==> src/rtl/gpio_edge_pkg.sv <==
package gpio_edge_pkg;
  localparam int unsigned REG_W = 32;

  localparam logic [7:0] OFS_DIR = 8'h00;
  localparam logic [7:0] OFS_ODS = 8'h04;
  localparam logic [7:0] OFS_DAT = 8'h08;
  localparam logic [7:0] OFS_EVT = 8'h0C;
  localparam logic [7:0] OFS_MSK = 8'h10;
  localparam logic [7:0] OFS_CTL = 8'h14;

  typedef enum logic [2:0] {
    SEL_DIR, SEL_ODS, SEL_DAT, SEL_EVT, SEL_MSK, SEL_CTL, SEL_NONE
  } reg_sel_e;

  function automatic reg_sel_e decode_ofs(input logic [7:0] ofs);
    case (ofs)
      OFS_DIR: return SEL_DIR;
      OFS_ODS: return SEL_ODS;
      OFS_DAT: return SEL_DAT;
      OFS_EVT: return SEL_EVT;
      OFS_MSK: return SEL_MSK;
      OFS_CTL: return SEL_CTL;
      default: return SEL_NONE;
    endcase
  endfunction
endpackage

==> src/rtl/gpio_pin_sync.sv <==
module gpio_pin_sync #(
  parameter int unsigned W      = 32,
  parameter int unsigned STAGES = 2
) (
  input  logic         clk,
  input  logic         rst_n,
  input  logic [W-1:0] d,
  output logic [W-1:0] q,
  output logic [W-1:0] q_prev
);
  logic [W-1:0] chain [STAGES];

  always_ff @(posedge clk or negedge rst_n) begin
    if (!rst_n) chain[0] <= '0;
    else        chain[0] <= d;
  end

  for (genvar s = 1; s < STAGES; s++) begin : g_stage
    always_ff @(posedge clk or negedge rst_n) begin
      if (!rst_n) chain[s] <= '0;
      else        chain[s] <= chain[s-1];
    end
  end

  always_ff @(posedge clk or negedge rst_n) begin
    if (!rst_n) q_prev <= '0;
    else        q_prev <= chain[STAGES-1];
  end

  assign q = chain[STAGES-1];
endmodule

==> src/rtl/gpio_evt_unit.sv <==
module gpio_evt_unit #(
  parameter int unsigned W = 32
) (
  input  logic         clk,
  input  logic         rst_n,
  input  logic [W-1:0] cur,
  input  logic [W-1:0] prev,
  input  logic [W-1:0] dir,
  input  logic [W-1:0] fall_only,
  input  logic [W-1:0] clr,
  output logic [W-1:0] evt_q
);
  logic [W-1:0] set_v;

  for (genvar i = 0; i < W; i++) begin : g_pin
    logic fell, changed;
    assign fell     = prev[i] & ~cur[i];
    assign changed  = prev[i] ^ cur[i];
    assign set_v[i] = ~dir[i] & (fall_only[i] ? fell : changed);
  end

  // a fresh event outranks a clearing write on the same bit
  always_ff @(posedge clk or negedge rst_n) begin
    if (!rst_n) evt_q <= '0;
    else        evt_q <= set_v | (evt_q & ~clr);
  end
endmodule

==> src/rtl/gpio_bus_port.sv <==
module gpio_bus_port #(
  parameter int unsigned DW = 32
) (
  input  logic          clk,
  input  logic          rst_n,
  input  logic          req_valid,
  input  logic          req_write,
  output logic          req_ready,
  input  logic [DW-1:0] rd_value,
  output logic          wr_fire,
  output logic          rsp_valid,
  input  logic          rsp_ready,
  output logic [DW-1:0] rsp_data
);
  logic rd_fire;

  assign req_ready = !rsp_valid || rsp_ready;
  assign wr_fire   = req_valid && req_ready && req_write;
  assign rd_fire   = req_valid && req_ready && !req_write;

  always_ff @(posedge clk or negedge rst_n) begin
    if (!rst_n) begin
      rsp_valid <= 1'b0;
      rsp_data  <= '0;
    end else if (rd_fire) begin
      rsp_valid <= 1'b1;
      rsp_data  <= rd_value;
    end else if (rsp_ready) begin
      rsp_valid <= 1'b0;
    end
  end
endmodule

==> src/rtl/gpio_edge_ctrl.sv <==
module gpio_edge_ctrl
  import gpio_edge_pkg::*;
#(
  parameter int unsigned NPIN   = 32,
  parameter int unsigned ADDR_W = 8,
  parameter int unsigned SYNC_N = 2
) (
  input  logic              clk,
  input  logic              rst_n,
  input  logic              req_valid,
  output logic              req_ready,
  input  logic              req_write,
  input  logic              req_word,
  input  logic [ADDR_W-1:0] req_addr,
  input  logic [NPIN-1:0]   req_wdata,
  output logic              rsp_valid,
  input  logic              rsp_ready,
  output logic [NPIN-1:0]   rsp_data,
  input  logic [NPIN-1:0]   pin_in,
  output logic [NPIN-1:0]   pin_out,
  output logic [NPIN-1:0]   pin_oe,
  output logic [NPIN-1:0]   pin_od,
  output logic              irq
);
  localparam int unsigned PAD = (ADDR_W < 8) ? 8 - ADDR_W : 0;

  logic [NPIN-1:0] dir_q, ods_q, dat_q, msk_q, ctl_q, evt_q;
  logic [NPIN-1:0] cur, prev, clr, rd_value;
  logic            wr_fire, wr_ok, hi_zero;
  logic [7:0]      ofs8;
  reg_sel_e        sel;

  if (ADDR_W > 8) begin : g_wide
    assign ofs8    = req_addr[7:0];
    assign hi_zero = (req_addr[ADDR_W-1:8] == '0);
  end else begin : g_narrow
    assign ofs8    = {{PAD{1'b0}}, req_addr};
    assign hi_zero = 1'b1;
  end

  assign sel   = hi_zero ? decode_ofs(ofs8) : SEL_NONE;
  assign wr_ok = wr_fire && req_word;

  gpio_bus_port #(.DW(NPIN)) u_bus (
    .clk, .rst_n, .req_valid, .req_write, .req_ready,
    .rd_value, .wr_fire, .rsp_valid, .rsp_ready, .rsp_data
  );

  gpio_pin_sync #(.W(NPIN), .STAGES(SYNC_N)) u_sync (
    .clk, .rst_n, .d(pin_in), .q(cur), .q_prev(prev)
  );

  assign clr = (wr_ok && sel == SEL_EVT) ? req_wdata : '0;

  gpio_evt_unit #(.W(NPIN)) u_evt (
    .clk, .rst_n, .cur, .prev, .dir(dir_q), .fall_only(ctl_q),
    .clr, .evt_q
  );

  always_ff @(posedge clk or negedge rst_n) begin
    if (!rst_n) begin
      dir_q <= '0;
      ods_q <= '0;
      msk_q <= '0;
      ctl_q <= '0;
    end else if (wr_ok) begin
      case (sel)
        SEL_DIR: dir_q <= req_wdata;
        SEL_ODS: ods_q <= req_wdata;
        SEL_MSK: msk_q <= req_wdata;
        SEL_CTL: ctl_q <= req_wdata;
        default: ;
      endcase
    end
  end

  // outputs keep the written value, inputs follow the synchronized pin
  always_ff @(posedge clk or negedge rst_n) begin
    if (!rst_n) dat_q <= '0;
    else        dat_q <= (dir_q & ((wr_ok && sel == SEL_DAT) ? req_wdata : dat_q))
                       | (~dir_q & cur);
  end

  always_comb begin
    rd_value = '0;
    if (req_word) begin
      case (sel)
        SEL_DIR: rd_value = dir_q;
        SEL_ODS: rd_value = ods_q;
        SEL_DAT: rd_value = dat_q;
        SEL_EVT: rd_value = evt_q;
        SEL_MSK: rd_value = msk_q;
        SEL_CTL: rd_value = ctl_q;
        default: rd_value = '0;
      endcase
    end
  end

  assign pin_out = dat_q & dir_q;
  assign pin_oe  = dir_q;
  assign pin_od  = ods_q;
  assign irq     = |(evt_q & msk_q);
endmodule

==> config.mk <==
export PLATFORM = sky130hd
export DESIGN_NAME = gpio_edge_ctrl
export DESIGN_NICKNAME = d
export VERILOG_FILES = /design/src/rtl/gpio_edge_pkg.sv /design/src/rtl/gpio_pin_sync.sv /design/src/rtl/gpio_evt_unit.sv /design/src/rtl/gpio_bus_port.sv /design/src/rtl/gpio_edge_ctrl.sv
export SDC_FILE = /design/constraint.sdc
export NUM_CORES = 1
export LEC_CHECK = 0
export BUFFER_PORTS_ARGS = -buffer_cell sky130_fd_sc_hd__buf_2
export CAP_MARGIN = 40
export CORE_ASPECT_RATIO = 0.75
export CORE_UTILIZATION = 40
export DETAILED_ROUTE_END_ITERATION = 12
export HOLD_SLACK_MARGIN = 0.05
export SETUP_SLACK_MARGIN = 0.2
export SYNTH_ARGS = -nofsm -noshare
export SYNTH_HDL_FRONTEND = slang
export SYNTH_SLANG_ARGS = --single-unit
==> constraint.sdc <==
create_clock -name clk -period 1.9 [get_ports clk]
set_input_delay 0.095 -clock clk [delete_from_list [all_inputs] [get_ports clk]]
set_output_delay 0.095 -clock clk [all_outputs]
set_load 0.02 [all_outputs]
After elaboration in Yosys (flattened, before gate mapping)
Index checks and enable logic that the tools add are counted.

Magnitude comparators: 0. Multiplexer cells: 39. Add/subtract/negate cells: 0. $mul: 0. Bitwise operators: 169. Shift-type cells: 0. Reductions and logical operators: 17. Eq/ne operators: 10. Div/mod/pow operators: 0.

Operators by type and width (count): $pmux W32 S6 (1); $and A32 B32 Y32 (5); $mux W32 (3); $and A1 B1 Y1 (64); $not A1 Y1 (64); $not A32 Y32 (2); $or A32 B32 Y32 (2); $mux W1 (34); $reduce_or A32 Y1 (1); $xor A1 B1 Y1 (32); $pmux W3 S6 (1); $eq A8 B4 Y1 const B (2); $eq A8 B5 Y1 const B (2); $eq A8 B3 Y1 const B (1); $logic_not A8 Y1 (1); $reduce_and A2 Y1 (4); $eq A3 B2 Y1 const B (2); $eq A3 B3 Y1 const B (2); $logic_and A1 B1 Y1 (6); $eq A3 B1 Y1 const B (1); $logic_not A3 Y1 (1); $logic_not A1 Y1 (2); $reduce_bool A2 Y1 (1); $logic_or A1 B1 Y1 (1).

Output and inout port bits: 131. Memories: 0. Input port bits: 78. Register bits after elaboration: 321. Bits in latches: 0. RAM bits: 0. Bits in read-only memories: 0.

Depth between registers and ports, before layout
Gate-level depths: netlist (run 1).

Word-level depth: 10. Mapped depth: 12. Depth with buffers taken out: 9.

Hierarchy
A second synthesis (run 1) with hierarchy kept.

Cells, all modules: 1155. Area, all modules: 15113.2 um2.

Modules (own cells, without submodules): gpio_edge_ctrl (cells an instance 729, times used 1, area each 8445.6 um2); gpio_pin_sync (cells an instance 128, times used 1, area each 2642.5 um2); gpio_evt_unit (cells an instance 224, times used 1, area each 2602.5 um2); gpio_bus_port (cells an instance 74, times used 1, area each 1422.6 um2).

Worst setup path before layout (run 1)
OpenSTA, ideal clock, no wires.

Kind: input to register. Start point: input req_addr[1]. End point: register u_evt.evt_q[17]. Stages: 11. Setup slack: -1285 ps. Arrival: 3056 ps. Cells stage by stage: or4_4 -> buf_6 -> or3_4 -> ha_1 -> or4b_2 -> nor3_1 -> and2_1 -> clkbuf_1 -> clkbuf_1 -> nand2_1 -> o2bb2ai_1.

Word-level cells in the longest chain between the ends: 8. Elaborated cells on any way between the ends: 13. Classes of those cells: eq/ne (6); mux (2); bitwise (3); reduce/logical (2).

Ends and longest elaborated chain: start: declaration (line gpio_edge_ctrl.sv:14) `input logic [ADDR_W-1:0] req_addr,`; $eq A8 B5 Y1, or another cell as far along (line gpio_edge_pkg.sv:16) `case (ofs)`; $pmux W3 S6 (*) (line gpio_edge_pkg.sv:16); $eq A3 B2 Y1 (*) (line gpio_edge_ctrl.sv:53) `assign clr = (wr_ok && sel == SEL_EVT) ? req_wdata : '0;`; $logic_and A1 B1 Y1 (*) (line gpio_edge_ctrl.sv:53); $mux W32 (*) (line gpio_edge_ctrl.sv:53); $not A32 Y32 (*) (line gpio_evt_unit.sv:25) `else evt_q <= set_v | (evt_q & ~clr);`; $and A32 B32 Y32 (*) (line gpio_evt_unit.sv:25); $or A32 B32 Y32 (*) (line gpio_evt_unit.sv:25); end signal: assignment (line gpio_evt_unit.sv:25); end: declaration (line gpio_evt_unit.sv:11) `output logic [W-1:0] evt_q`.

Mark *: on every way between the ends. The rest lies on a longest branch, timed or not. A chain may end at the register's enable or synchronous reset.

==> impl_results.md, run 1 <==
* Largest fanout on the critical path at 5
* Startpoint types: input pin
* Final Hold Vio Count at 0
* CP max stage delay at ~0.54 ns
* H-tree depth at 2
* Row cnt at 58
* ANT nets after route at 0
* Final WS setup at -0.4898 ns
* Worst Max-Slew Pin Slew at ~0.53 ns
* Global-route wire length before repair at about 65000 µm
* Crit share post-route at 125.8%
* DR vias at just over 10000
* Pwr Density at about 760 nW/µm²
* Type of the tightest min-delay check: in -> async
* Worst-path clk slew at 0.06 ns
* Area after DPL at around 16000 µm²
* NetSw at ~3.7 mW
* R2R Path End: msk_q[12]
* CTS Buf Count at 36
* Area contributors post-synth: dfrtp_1 58%, mux2_2 10%, mux2i_1 6.6%
* Commonest cells post-synth: 321 x dfrtp_1, 124 x mux2_2, 92 x mux2i_1
* Max-slew violations at 0
* Leakage at ~9.7 nW
* Top FF cell, synth: dfrtp_1
* Max_slew headroom at about 64%
* Yosys cell types at 46
* Largest area contributor in the netlist: dfrtp_1
* CP Capture Type: flop
* CP Class: in -> reg
* Largest net degree at the start of global routing at a little under 60
* Die W at about 220 µm
* Reg2reg setup slack at -0.07 ns
* Nets at ~1600
* DRC Markers at 0
* Fmax at between 400 and 500 MHz
* Pre-antenna DRT Iters at 5
* CTS sink count at 321
* Initial antenna violation count at 1
* Crit path cell chain: buf_6, or4_4, or3_4, ha_4, or4b_4, nor2_4, and3_4, buf_4, buf_12, mux2i_1, a21oi_1
* # fillers at around 2800
* Worst R2R Path Depth at 8
* Die area at approximately 35000 µm²
* Grt ovf at 0
* Worst R2R Start: u_bus.rsp_valid
* Setup_tns at -73.05 ns
* Final wirelength at around 44000 µm
* Net Sw Frac at 24.33%
* Async SR Flop Fraction at 100.0%
* Io pins at around 210
* Area grow syn2layout at 42.83%
* Core Area at 33820 µm²
* Syn Area/Cell at 13.01 µm²
* Combinational Power Share at 7.7%
* Clk pwr share at between 40% and 50%
* YS warnings at 0
* Worst ir drop on vdd at 0.5267 mV
* Tot GR Track Use at 24.68%
* Die height at 163.3 µm
* EDFF count, synth at 0
* Crit path from: req_addr[1]
* Quantity of I/O buffers inserted on ports at roughly 210
* RSZ-0062 raised after global routing: true
* Via-to-Cell Ratio at ~5.3
* Vias in the first global route at 10320
* Initial Util at approximately 41%
* Dpl ws at -0.9715 ns
* Final Core Density at 58.62%
* CTS Buffer Depth at 3
* Final setup viols at about 190
* Post-Route Skew at 0.01592 ns
* Clk root buf: clkbuf_16
* Tmin final at ~2.4 ns
* Layout cells sized above 1 at approximately 45%
* CTS tree: yes
* Worst path arrival time at 2.79 ns
* Hpwl dp at about 27000 µm
* Number of DRC markers in iteration 0 at ~740
* Post-Synthesis Cells at 1067
* Required time worst endpoint at between 2 and 2.5 ns
* Status: finished, violations left
* Clock Latency Late Sink at about 0.53 ns
* Synthesized flop and latch total at 321
* WL per Instance at 22.65 µm
* CP bufs+invs at 3
* Max-Cap Viols at 0
* Internal power at approximately 11 mW
* Final instance area at ~20000 µm²
* Failing checks: setup timing
* RD Place Congestion at between 0.8 and 0.9
* Flop pwr share at a little under half
* Top-area cell type share of the netlist area at 57.88%
* Count leader, synth: dfrtp_1
* Slowest cell on the critical path: or4_4
* Seq/Total Area, Yosys at 57.88%
* Post-Synthesis Cell Area at 13880 µm²
* Kind of cell adding the most delay to the critical path: simple AND/OR/NAND/NOR gates
* Post-Syn Nets at between 1000 and 1500
==> power groups by stage <==
stage	clock, mW	combinational (mW)	sequential (mW)
final	6.65	1.16	7.22
after global routing	7.09	1.29	7.24
after CTS	6.79	1.13	7.21
after detailed placement	0	0.990	7.33
after global placement	0	0.973	7.32
after floorplan	0	0.402	7.33
==> kinds of logic (layout without fill, tap and decap cells) <==
logic type      after synthesis  count (layout)  share of synthesized area [%]
flops                       321             321                          57.88
mux                         248             248                          20.10
compound gates              193             193                          10.14
simple gates                188             188                          6.311
buf+inv                      84             495                          2.587
fa+ha+maj                    33              33                          2.975
other cells                   0               1                              0
==> area by class of cell <==
cell class | count | area, µm² | share of cell area, %
flip-flops and latches | 321 | 8033 | 40.52
well taps | 450 | 563.0 | 2.840
diodes | 1 | 2.502 | 0.01262
multi-input cells | 662 | 6454 | 32.56
repair buffers | 397 | 3540 | 17.86
clock inverters | 11 | 87.58 | 0.4418
inverters | 35 | 131.4 | 0.6628
clock buffers | 52 | 1012 | 5.106
==> state kept, by name, indices dropped and copies added (netlist names), named ones only <==
| register | cells |
|---|---|
| ctl_q | 32 |
| msk_q | 32 |
| pin_od | 32 |
| pin_oe | 32 |
| u_bus.rsp_data | 32 |
| u_evt.evt_q | 32 |
| u_sync.chain | 32 |
| u_sync.q | 32 |
| u_sync.q_prev | 32 |
| u_bus.rsp_valid | 1 |
==> repair_timing <==
item | in CTS | in global routing
hold buffers | 66 | 0
buffers inserted | 25 | 11
pin swaps | 50 | 35
resized for setup | 156 | 102
setup endpoints to repair | 225 | 225
gates cloned | 18 | 1
hold endpoints to repair | 546 | 0
==> worst max-delay path by stage <==
stage,to,slack (ns),cells past startpoint
2_1_floorplan,flop,-0.84,11
3_3_place_gp,flop,-0.93,10
4_1_cts,irq,-0.43,5
6_report,flop,-0.49,11
3_5_place_dp,flop,-0.97,10
5_1_grt,flop,-0.55,11
==> cells in the final DEF (no fill, tap or decap), drive strengths merged, types with 2 or more instances in the layout <==
master and n:
buf 330, dfrtp 321, mux2 156, mux2i 92
dlygate4sd3 66, a21oi 66, nor2 66, nand2 61
clkbuf 53, inv 35, and2 34, ha 33
o2bb2ai 32, a22o 30, o221ai 21, a22oi 12
clkinv 10, a2bb2oi 8, o21ai 7, a222oi 4
or2 4, a32oi 4, nor3 4, a21boi 3
or4 3, nand4 3, and3 2, or3 2
a221oi 2, nor4 2, nand2b 2, nand3 2
==> stage by stage <==
step | cells | total power [mW] | hold slack (ns)
finish | 1929 | 15.03 | 0.1138
global route | 1929 | 15.61 | 0.1627
CTS | 1916 | 15.13 | 0.1266
detailed placement | 1744 | 8.317 | 0.08228
global placement | 1744 | 8.298 | 0.08067
floorplan | 1067 | 7.733 | -0.2006
==> layer usage <==
| metal | global-route usage [%] | wire [µm] | share of wire [%] |
|---|---|---|---|
| met4 | 7.042 | 1088 | 2.5 |
| met1 | 37.61 | 21170 | 48 |
| met5 | 0 | 0 | 0 |
| met3 | 3.762 | 2184 | 5.0 |
| met2 | 36.12 | 19260 | 44 |
Note: power is estimated with default switching activity, not from simulation.
==> inputs of run 2 (changes only) <==
HOLD_SLACK_MARGIN = 0.03   (was 0.05)
PLACE_DENSITY = 0.71   (was not set)
==> run 2 against run 1 <==
The run still ends with setup timing left; combinational power about the same; register-to-register slack about the same; worst setup slack better by 0.0028 ns; count of clock-buffer cells in the layout down 3; clock power up 6.2%; global-route usage up 0.24 points; clock skew up 0.0014 ns; hold slack worse by 0.022 ns; design area up 0.83%; fmax up 0.12%; non-clock buffer count down 9; critical path depth down 1; critical path type unchanged; largest cell class unchanged.
==> impl_results.md, run 2 (synthesis results as in run 1) <==
* Status: finished, violations left
* Failing checks: setup timing
* Tot GR Track Use at 24.92% (+0.24 points)
* Max-slew violations at 0 (unchanged)
* CTS sink count at 321 (unchanged)
* NetSw at 3.674 mW (+0.51%)
* Initial antenna violation count at 4 (+3)
* Via-to-Cell Ratio at 5.420 (+2.2%)
* Global-route wire length before repair at 66170 µm (+1.5%)
* Worst-path clk slew at 0.06 ns (about the same)
* Final non-filler cell total at 1922 (-0.36%)
* CP Class: in -> reg
* DR vias at 10420 (+1.8%)
* Crit share post-route at 125.6% (-0.15 points)
* CTS Buffer Depth at 3 (unchanged)
* Worst ir drop on vdd at 0.7184 mV (+36%)
* Final wirelength at 44480 µm (+1.8%)
* Required time worst endpoint at 2.30 ns (about the same)
* H-tree depth at 2 (unchanged)
* Worst path arrival time at 2.79 ns (about the same)
* Nets at 1554 (-0.64%)
* CP Capture Type: flop
* Dpl cells at 1737 (-0.40%)
* Row cnt at 58 (unchanged)
* Die height at 163.3 µm (unchanged)
* # fillers at 2653 (-4.3%)
* Post-Route Skew at 0.01735 ns (+0.001431 ns)
* Max-Cap Viols at 0 (unchanged)
* Pre-antenna DRT Iters at 5 (unchanged)
* Core Area at 33820 µm² (unchanged)
* Final Hold Vio Count at 0 (unchanged)
* DRC Markers at 0 (unchanged)
* Hpwl dp at 26820 µm (+0.59%)
* RD Place Congestion at 0.8177 (+1.8%)
* Number of DRC markers in iteration 0 at 666 (-10%)
* Largest fanout on the critical path at 18 (+13)
* Die area at 35450 µm² (unchanged)
* Internal power at 11.78 mW (+3.6%)
* CTS Buf Count at 35 (-2.8%)
* Clk pwr share at 45.7% (+1.5 points)
* RSZ-0062 raised after global routing: true
* CTS tree: yes
* Clock Latency Late Sink at 0.53 ns (about the same)
* ANT nets after route at 0 (unchanged)
* Net Sw Frac at 23.77% (-0.55 points)
* Commonest non-fill, non-tap cell in the layout: dfrtp_1
* WL per Instance at 23.14 µm (+2.1%)
* Largest net degree at the start of global routing at 66 (+14%)
* Final WS setup at -0.4871 ns (+0.002771 ns)
* Quantity of I/O buffers inserted on ports at 208 (unchanged)
* R2R Path End: msk_q[8]
* Final setup viols at 193 (unchanged)
* Reg2reg setup slack at -0.07 ns (about the same)
* Flop pwr share at 46.7% (-1.3 points)
* Initial Util at 41.04% (unchanged)
* Pwr Density at 773.1 nW/µm² (+2.0%)
* Leakage at 9.871 nW (+1.4%)
* Final instance area at 19990 µm² (+0.83%)
* Worst R2R Start: u_bus.rsp_valid
* Area grow syn2layout at 44.02%
* Worst Max-Slew Pin Slew at 0.7205 ns (+0.1865 ns)
* Layout cells sized above 1 at 45.98% (+0.72 points)
* Grt ovf at 0 (unchanged)
* Die W at 217.1 µm (unchanged)
* Fmax at 418.9 MHz (+0.12%)
* Worst hold slack at 0.09135 ns (-0.02241 ns)
* Area after DPL at 16070 µm² (-0.40%)
* Tmin final at 2.387 ns (-0.002771 ns)
* Io pins at 209 (unchanged)
* Worst R2R Path Depth at 8 (unchanged)
* Type of the tightest min-delay check: in -> async
* Combinational Power Share at 7.6% (about the same)
* Startpoint types: input pin
* Vias in the first global route at 10760 (+4.3%)
* Clk root buf: clkbuf_16
* Max_slew headroom at 51.53% (-13 points)
* Most frequent cells in the layout: 321 x dfrtp_1, 204 x buf_2, 94 x mux2_4
-- run 2: area by class of cell --
cell class | instances | area [µm²] | share of cell area, %
diodes | 4 | 10.01 | 0.05008
clock buffers | 49 | 1051 | 5.258
clock inverters | 13 | 140.1 | 0.7011
inverters | 35 | 131.4 | 0.6573
multi-input cells | 662 | 6605 | 33.05
flip-flops and latches | 321 | 8033 | 40.19
well taps | 450 | 563.0 | 2.817
repair buffers | 388 | 3455 | 17.28
-- run 2: power by group through the flow --
stage / clock network (mW) / registers (mW) / logic [mW]
after global placement: 0 / 7.32 / 0.950
after global routing: 7.51 / 7.24 / 1.29
after floorplan: 0 / 7.33 / 0.402
after CTS: 7.17 / 7.21 / 1.14
final: 7.06 / 7.22 / 1.17
after detailed placement: 0 / 7.33 / 0.976
-- run 2: worst max-delay path by stage --
stage            to  slack [ns]  cells past startpoint   startpoint
5_1_grt        flop       -0.54                     10  req_addr[1]
2_1_floorplan  flop       -0.84                     11  req_addr[1]
3_5_place_dp   flop       -0.97                     10  req_addr[1]
4_1_cts         irq       -0.43                      5     msk_q[3]
3_3_place_gp   flop       -0.93                     10  req_addr[1]
6_report       flop       -0.49                     10  req_addr[1]
-- run 2: timing repair --
item / in CTS / in global routing
setup endpoints to repair: 225 / 225
cloned: 18 / 0
hold buffers: 66 / 0
buffers inserted: 31 / 4
resized for setup: 215 / 77
endpoints found under the hold margin: 546 / 0
pin swaps: 53 / 25
-- run 2: metrics by stage --
stage	setup WS, ns	setup TNS [ns]	power, mW	utilization (%)
after floorplan	-0.8423	-138.10	7.733	-
after CTS	-0.4250	-59.81	15.52	57.82
final	-0.4871	-73.37	15.45	59.11
after detailed placement	-0.9652	-162.93	8.302	47.53
after global placement	-0.9251	-156.89	8.270	47.53
after global routing	-0.5443	-80.99	16.04	59.11
-- run 2: worst max-delay path, stage by stage --
cell and delay [ns]:
buf_6 0.09, or4_4 0.54, or3_4 0.40, ha_4 0.18, or4b_4 0.53, nor2_4 0.12
and3_4 0.24, buf_12 0.23, mux2i_1 0.23, a21oi_1 0.10
-- run 2: metal layers --
| layer | global-route usage, % | vias to the layer above | wire (µm) |
|---|---|---|---|
| met5 | 0 | - | 0 |
| met4 | 10.18 | 0 | 1530 |
| met3 | 5.307 | 92 | 2423 |
| met2 | 37.16 | 317 | 19850 |
| met1 | 35.28 | 5358 | 20680 |
| li1 | - | 4651 | - |
